## src/rtl/swtbl_pkg.sv

```systemverilog
package swtbl_pkg;
  localparam int DATA_W   = 32;
  localparam int CMD_W    = 13;
  localparam int IDX_W    = 10;
  localparam int VLAN_EW  = 22;   // VLAN entry bits kept from the low word
  localparam int SMAC_HW  = 28;   // static MAC bits kept from the high word
  localparam int VALID_BIT = 21;  // valid flag position in both entry formats

  localparam logic [1:0] ADDR_CMD = 2'd0;
  localparam logic [1:0] ADDR_HI  = 2'd1;
  localparam logic [1:0] ADDR_LO  = 2'd2;

  typedef enum logic [1:0] {
    TBL_SMAC = 2'd0,
    TBL_VLAN = 2'd1,
    TBL_DYN  = 2'd2,
    TBL_CNT  = 2'd3
  } tblSel_e;

  // strobes from control to datapath, one clock after the command write
  typedef struct packed {
    logic             vlanWr;
    logic             vlanRd;
    logic             smacWr;
    logic             smacRd;
    logic             hit;     // index within the selected table
    logic [IDX_W-1:0] idx;
  } tblStrobe_t;
endpackage

```

## src/rtl/swtbl_ctrl.sv

```systemverilog
module swtbl_ctrl
  import swtbl_pkg::*;
#(
  parameter int VLAN_DEPTH = 16,
  parameter int SMAC_DEPTH = 8
) (
  input  logic              clk,
  input  logic              rstN,
  input  logic              busWr,
  input  logic [1:0]        busAddr,
  input  logic [DATA_W-1:0] busWdata,
  output logic [CMD_W-1:0]  cmdReg,
  output tblStrobe_t        strb
);
  localparam logic [IDX_W:0] VLAN_LIM = (IDX_W+1)'(VLAN_DEPTH);
  localparam logic [IDX_W:0] SMAC_LIM = (IDX_W+1)'(SMAC_DEPTH);

  logic             isCmd;
  logic             dirRd;
  tblSel_e          tblSel;
  logic [IDX_W-1:0] cmdIdx;
  logic             vHit;
  logic             sHit;
  tblStrobe_t       strbNxt;

  always_comb begin
    isCmd  = busWr && (busAddr == ADDR_CMD);
    dirRd  = busWdata[12];
    tblSel = tblSel_e'(busWdata[11:10]);
    cmdIdx = busWdata[IDX_W-1:0];
    vHit   = {1'b0, cmdIdx} < VLAN_LIM;
    sHit   = {1'b0, cmdIdx} < SMAC_LIM;
    strbNxt = '0;
    if (isCmd) begin
      unique case (tblSel)
        TBL_VLAN: begin
          strbNxt.idx    = cmdIdx;
          strbNxt.hit    = vHit;
          strbNxt.vlanRd = dirRd;
          strbNxt.vlanWr = !dirRd && vHit;
        end
        TBL_SMAC: begin
          strbNxt.idx    = cmdIdx;
          strbNxt.hit    = sHit;
          strbNxt.smacRd = dirRd;
          strbNxt.smacWr = !dirRd && sHit;
        end
        default: strbNxt = '0;
      endcase
    end
  end

  always_ff @(posedge clk) begin
    if (!rstN) begin
      cmdReg <= '0;
      strb   <= '0;
    end else begin
      if (isCmd) cmdReg <= busWdata[CMD_W-1:0];
      strb <= strbNxt;
    end
  end

  AST_ONE_ACTION: assert property (@(posedge clk) disable iff (!rstN)
    $onehot0({strb.vlanWr, strb.vlanRd, strb.smacWr, strb.smacRd}));

  AST_OTHER_TABLE_IGNORED: assert property (@(posedge clk) disable iff (!rstN)
    (busWr && busAddr == ADDR_CMD && busWdata[11])
    |=> !(strb.vlanWr || strb.vlanRd || strb.smacWr || strb.smacRd));

  AST_RANGE_WRITE_DROPPED: assert property (@(posedge clk) disable iff (!rstN)
    (busWr && busAddr == ADDR_CMD && !busWdata[12] && busWdata[11:10] == 2'd1
     && {1'b0, busWdata[IDX_W-1:0]} >= VLAN_LIM) |=> !strb.vlanWr);
endmodule

```

## src/rtl/swtbl_dpath.sv

```systemverilog
module swtbl_dpath
  import swtbl_pkg::*;
#(
  parameter int VLAN_DEPTH = 16,
  parameter int SMAC_DEPTH = 8
) (
  input  logic              clk,
  input  logic              rstN,
  input  logic              busWr,
  input  logic [1:0]        busAddr,
  input  logic [DATA_W-1:0] busWdata,
  input  tblStrobe_t        strb,
  output logic [DATA_W-1:0] dataHi,
  output logic [DATA_W-1:0] dataLo
);
  localparam int VLAN_IW = $clog2(VLAN_DEPTH);
  localparam int SMAC_IW = $clog2(SMAC_DEPTH);

  logic [VLAN_EW-1:0] vlanMem   [VLAN_DEPTH];
  logic [SMAC_HW-1:0] smacHiMem [SMAC_DEPTH];
  logic [DATA_W-1:0]  smacLoMem [SMAC_DEPTH];

  logic [VLAN_IW-1:0] vIdx;
  logic [SMAC_IW-1:0] sIdx;
  assign vIdx = strb.idx[VLAN_IW-1:0];
  assign sIdx = strb.idx[SMAC_IW-1:0];

  for (genvar g = 0; g < VLAN_DEPTH; g++) begin : gVlan
    logic [VLAN_EW-1:0] ent;
    always_ff @(posedge clk) begin
      if (!rstN) ent <= '0;
      else if (strb.vlanWr && vIdx == VLAN_IW'(g)) ent <= dataLo[VLAN_EW-1:0];
    end
    assign vlanMem[g] = ent;
  end

  for (genvar g = 0; g < SMAC_DEPTH; g++) begin : gSmac
    logic [SMAC_HW-1:0] entHi;
    logic [DATA_W-1:0]  entLo;
    always_ff @(posedge clk) begin
      if (!rstN) begin
        entHi <= '0;
        entLo <= '0;
      end else if (strb.smacWr && sIdx == SMAC_IW'(g)) begin
        entHi <= dataHi[SMAC_HW-1:0];
        entLo <= dataLo;
      end
    end
    assign smacHiMem[g] = entHi;
    assign smacLoMem[g] = entLo;
  end

  logic [DATA_W-1:0] vlanRdWord;
  logic [DATA_W-1:0] smacRdHi;
  logic [DATA_W-1:0] smacRdLo;
  logic              vValid;
  logic              sValid;

  always_comb begin
    vValid     = strb.hit && vlanMem[vIdx][VALID_BIT];
    sValid     = strb.hit && smacHiMem[sIdx][VALID_BIT];
    vlanRdWord = vValid ? {{(DATA_W-VLAN_EW){1'b0}}, vlanMem[vIdx]} : '0;
    smacRdHi   = sValid ? {{(DATA_W-SMAC_HW){1'b0}}, smacHiMem[sIdx]} : '0;
    smacRdLo   = sValid ? smacLoMem[sIdx] : '0;
  end

  logic hiBusWr;
  logic loBusWr;
  assign hiBusWr = busWr && (busAddr == ADDR_HI);
  assign loBusWr = busWr && (busAddr == ADDR_LO);

  always_ff @(posedge clk) begin
    if (!rstN) begin
      dataHi <= '0;
      dataLo <= '0;
    end else begin
      if (hiBusWr)          dataHi <= busWdata;
      else if (strb.smacRd) dataHi <= smacRdHi;
      if (loBusWr)          dataLo <= busWdata;
      else if (strb.smacRd) dataLo <= smacRdLo;
      else if (strb.vlanRd) dataLo <= vlanRdWord;
    end
  end

  AST_DATA_HOLD: assert property (@(posedge clk) disable iff (!rstN)
    (!busWr && !strb.vlanRd && !strb.smacRd)
    |=> ($stable(dataHi) && $stable(dataLo)));

  AST_VLAN_READ_KEEPS_HI: assert property (@(posedge clk) disable iff (!rstN)
    (strb.vlanRd && !hiBusWr) |=> $stable(dataHi));

  AST_SMAC_READ_ZERO_OR_VALID: assert property (@(posedge clk) disable iff (!rstN)
    (strb.smacRd && !busWr)
    |=> ((dataHi == '0 && dataLo == '0) || dataHi[VALID_BIT]));

  AST_BUS_WINS_LO: assert property (@(posedge clk) disable iff (!rstN)
    loBusWr |=> (dataLo == $past(busWdata)));
endmodule

```

## src/rtl/swtbl_access.sv

```systemverilog
module swtbl_access
  import swtbl_pkg::*;
#(
  parameter int VLAN_DEPTH = 16,
  parameter int SMAC_DEPTH = 8
) (
  input  logic        clk,
  input  logic        rstN,
  input  logic        busWr,
  input  logic [1:0]  busAddr,
  input  logic [31:0] busWdata,
  output logic [31:0] busRdata
);
  logic [CMD_W-1:0]  cmdReg;
  logic [DATA_W-1:0] dataHi;
  logic [DATA_W-1:0] dataLo;
  tblStrobe_t        strb;

  swtbl_ctrl #(.VLAN_DEPTH(VLAN_DEPTH), .SMAC_DEPTH(SMAC_DEPTH)) uCtrl (
    .clk(clk), .rstN(rstN), .busWr(busWr), .busAddr(busAddr),
    .busWdata(busWdata), .cmdReg(cmdReg), .strb(strb)
  );

  swtbl_dpath #(.VLAN_DEPTH(VLAN_DEPTH), .SMAC_DEPTH(SMAC_DEPTH)) uDpath (
    .clk(clk), .rstN(rstN), .busWr(busWr), .busAddr(busAddr),
    .busWdata(busWdata), .strb(strb), .dataHi(dataHi), .dataLo(dataLo)
  );

  always_comb begin
    unique case (busAddr)
      ADDR_CMD: busRdata = {{(DATA_W-CMD_W){1'b0}}, cmdReg};
      ADDR_HI:  busRdata = dataHi;
      ADDR_LO:  busRdata = dataLo;
      default:  busRdata = '0;
    endcase
  end
endmodule

```

## config.mk

```make
export PLATFORM = sky130hd
export DESIGN_NAME = swtbl_access
export DESIGN_NICKNAME = d
export VERILOG_FILES = /design/src/rtl/swtbl_pkg.sv /design/src/rtl/swtbl_ctrl.sv /design/src/rtl/swtbl_dpath.sv /design/src/rtl/swtbl_access.sv
export SDC_FILE = /design/constraint.sdc
export NUM_CORES = 2
export LEC_CHECK = 0
export BUFFER_PORTS_ARGS = -buffer_cell sky130_fd_sc_hd__buf_2
export CAP_MARGIN = 25
export CORE_UTILIZATION = 50
export CTS_BUF_LIST = sky130_fd_sc_hd__clkbuf_2 sky130_fd_sc_hd__clkbuf_4 sky130_fd_sc_hd__clkbuf_8
export CTS_CLUSTER_SIZE = 30
export DETAILED_ROUTE_END_ITERATION = 8
export GPL_TIMING_DRIVEN = 1
export PLACE_DENSITY = 0.65
export SYNTH_ARGS = -nofsm -noshare
export SYNTH_HDL_FRONTEND = slang
export SYNTH_HIERARCHICAL = 1
export SYNTH_SLANG_ARGS = --single-unit
```

## constraint.sdc

```tcl
create_clock -name clk -period 1.9 [get_ports clk]
set_input_delay 0.095 -clock clk [delete_from_list [all_inputs] [get_ports clk]]
set_output_delay 0.095 -clock clk [all_outputs]
set_load 0.05 [all_outputs]
```

==> impl.org <==
** Run status
- The run finished, with violations left.
- The checks that failed: setup timing.

** Setup path
- Maximum net fanout on the critical path :: 11
- Most numerous cell on the critical path :: buf_12
- The number of cells on the worst reg-to-reg path is 8.
- Critical-path cell with the highest stage delay :: mux4_2
- The worst setup path is launched from a register.
- Type of the setup path with the least slack :: register to register
- The worst setup path is captured at a register.
- Crit Reg-Reg Startpoint :: uCtrl/strb[0]
- Worst stage delay on the critical path :: 0.54 ns
- Data on the critical path is required at its endpoint by 2.60 ns.
- Critical R2R Capture :: uDpath/dataHi[13]
- The setup check on the worst reg-to-reg path leaves a slack of -0.24 ns.
- Data arrival time at the worst-slack endpoint :: 2.83 ns
- The signal on the critical path passes through buf_12, buf_12, mux4_2, nand2b_4, a211oi_4, buf_12, a221oi_2, nor2_1.

** Route
- Number of DRC violations after detailed-routing iteration 0 :: 4,547
- First-pass iteration count of the detailed router :: 6
- Number of nets with antenna violations after detailed routing :: 0
- For this run, design rule violations remaining after detail routing come to 0.
- Using the TritonRoute via totals, the vias-per-cell ratio works out to 6.063.
- WL/cell :: 23.77 um
- Final Routed Wirelength :: 143,200 um
- Across all layers, the routed design uses 36.53k vias.

** Floorplan
- From left edge to right edge, the die measures 282.1 um.
- For this configuration, the core starts out at a cell density of 50.62%.
- 69 I/O pins were placed.
- Core area :: 0.07747 mm2
- Row cnt :: 102
- Die ar. :: 0.07956 mm2
- DIE HEIGHT :: 282.1 um

** Run
- Number of maximum-capacitance constraint violations :: 0

** Pwr
- Worst-case vdd ir drop :: 0.0006527 V
- Areal power density over the cells :: 797.9 mW/mm2
- Leakage component of the power :: 16.74 nW

** Clock tree
- CTS tree :: built
- In this run, CTS created clock tree buffers numbering 151.
- Insertion delay of the later-clocked pin in the worst-skew pair :: 0.83 ns
- The root buffer cell chosen for the clock tree is clkbuf_8.
- Clock tree synthesis found a total of 918 sinks.
- H-tree Lvls :: 4
- No sink is reached through more buffers than the 3 on the longest clock path.
- Clock-pin slew was measured on the worst setup and hold paths at 0.07 ns.

** Hold path
- WHS Path Cells :: 4
- The worst hold path terminates at uDpath/dataHi[16].
- In this run the most critical hold path is launched from busWdata[16].
- Worst min-delay path category :: input pin to register

** Global route
- The number of global-route vias before repair is 33.71k.
- Remaining global-route overflow :: 0
- Entering global routing, the biggest net connects 92 pins.
- Global-route wire length before repair :: 202,400 um
- Global routing used 33.29% of the available tracks across all layers.
- Number of antenna violations at the first check in global routing :: 2

** Cells and area
- Cells fill 64.75% of the core in the end.
- For this run, the post-layout net count is 4,902.
- Leaving out fill and tap cells, the most frequent cell in the layout is nand2_1.
- Commonest cells after routing, fill and taps aside :: nand2_1 (1,675), dfxtp_1 (868), a21oi_1 (812), buf_4 (206), mux4_2 (206)
- The post-route netlist has 26.12% of its cells at a drive strength greater than 1.
- Area growth, synth to finish :: 27.90%

** STA
- Worst clock skew on the final layout :: 0.03712 ns
- Crit path setup slack, layout :: -0.2371 ns
- Hold_ws :: 0.1003 ns
- For the pin with the worst max-slew slack, the measured transition is 1.071 ns.
- In the finished design, the share of the clock period the worst path needs comes to 112.5%.
- The max-slew violation count was 0.
- Unrepaired setup endpoints after global routing :: yes
- Tmin final :: 2.137 ns
- Setup violations remaining at the end of the flow were counted as 590.
- Fmax :: 0.4679 GHz
- In this run the tightest slew margin relative to its limit is 28.32%.
- Final count of hold timing violations :: 0

** Yosys
- Synthesized area divided by synthesized cell count :: 8.441 um2
- For this run, the number of Yosys warnings is 6.
- Nets in the synthesized netlist :: 4,683
- Gate count of the mapped netlist :: 4,646
- Synth Cell Area :: 0.03922 mm2

** Place
- GP Congestion :: 0.8415
- Final HPWL DP :: 78,020 um
- Count of port buffers added during placement :: 68
-- stage by stage --
stage	setup WS [ns]	power [mW]	instances	setup TNS [ns]	cell area, um2
after floorplan	-0.005579	20.66	4646	-0.02777	39600
after global placement	-0.4868	21.31	5570	-77.30	42900
after detailed placement	-0.5024	21.31	5571	-78.58	42910
after CTS	-0.2000	39.99	5938	-8.611	48160
after global routing	-0.2810	41.09	6025	-58.96	50160
final	-0.2371	40.02	6025	-38.69	50160
-- state kept, by name (all words and copies together) (netlist names) --
signal and cells:
uCtrl/strb 9, uDpath/dataLo 32, uDpath/gSmac.entLo 256, uCtrl/cmdReg 13
uDpath/gSmac.entHi 224, uDpath/dataHi 32, uDpath/gVlan.ent 352
-- layout make-up --
class                           instances  area [um2]
Antenna cell                            1       2.502
Clock buffer                          242        3005
Clock inverter                         30       305.3
Fill cell                            6120       27310
Inverter                               13       56.30
Multi-Input combinational cell       3232       20090
Sequential cell                       918       18460
Tap cell                             1040        1301
Timing Repair Buffer                  549        6944
-- report_power, final --
group          internal, mW  leakage [nW]  total [mW]  switching, mW
Clock                  10.4          1.76        18.8           8.44
Combinational         0.567          7.56        1.71           1.14
Sequential             19.3          7.42        19.5          0.144
-- repair_timing --
item,CTS,global route
cloned,12,35
resized for setup,257,191
pin swaps,37,61
hold buffers,55,0
setup buffers,31,61
endpoints found under the hold margin,118,0
endpoints found under the setup margin,748,509
-- critical path, delay by kind of cell, from the launching register on --
kind | cells | cell delay [ns]
buf+inv | 3 | 0.47
flops | 1 | 0.38
mux | 1 | 0.54
compound gates | 2 | 0.36
simple gates | 2 | 0.24
-- how the worst max path moves through the flow --
| stage | start | slack [ns] | to | cells past startpoint |
|---|---|---|---|---|
| after detailed placement | uCtrl/strb[0] | -0.50 | uDpath/dataLo[16] | 8 |
| final | uCtrl/strb[0] | -0.24 | uDpath/dataHi[13] | 8 |
| after CTS | uCtrl/strb[0] | -0.20 | uDpath/dataLo[7] | 7 |
| after floorplan | uCtrl/strb[0] | -0.006 | uDpath/dataHi[2] | 7 |
| after global routing | uCtrl/strb[0] | -0.28 | uDpath/dataHi[7] | 8 |
| after global placement | uCtrl/strb[2] | -0.49 | uDpath/dataLo[16] | 7 |
-- metal layers --
| layer | part of all wire [%] | wire length, um | track usage (%) | vias up |
|---|---|---|---|---|
| li1 | - | - | - | 16174 |
| met1 | 38 | 54960 | 44.31 | 17704 |
| met2 | 46 | 66130 | 53.66 | 2241 |
| met3 | 11 | 15940 | 6.203 | 406 |
| met4 | 4.3 | 6194 | 12.78 | 2 |
| met5 | 0.0091 | 13 | 0 | - |
Note: power is estimated with default switching activity, not from simulation.
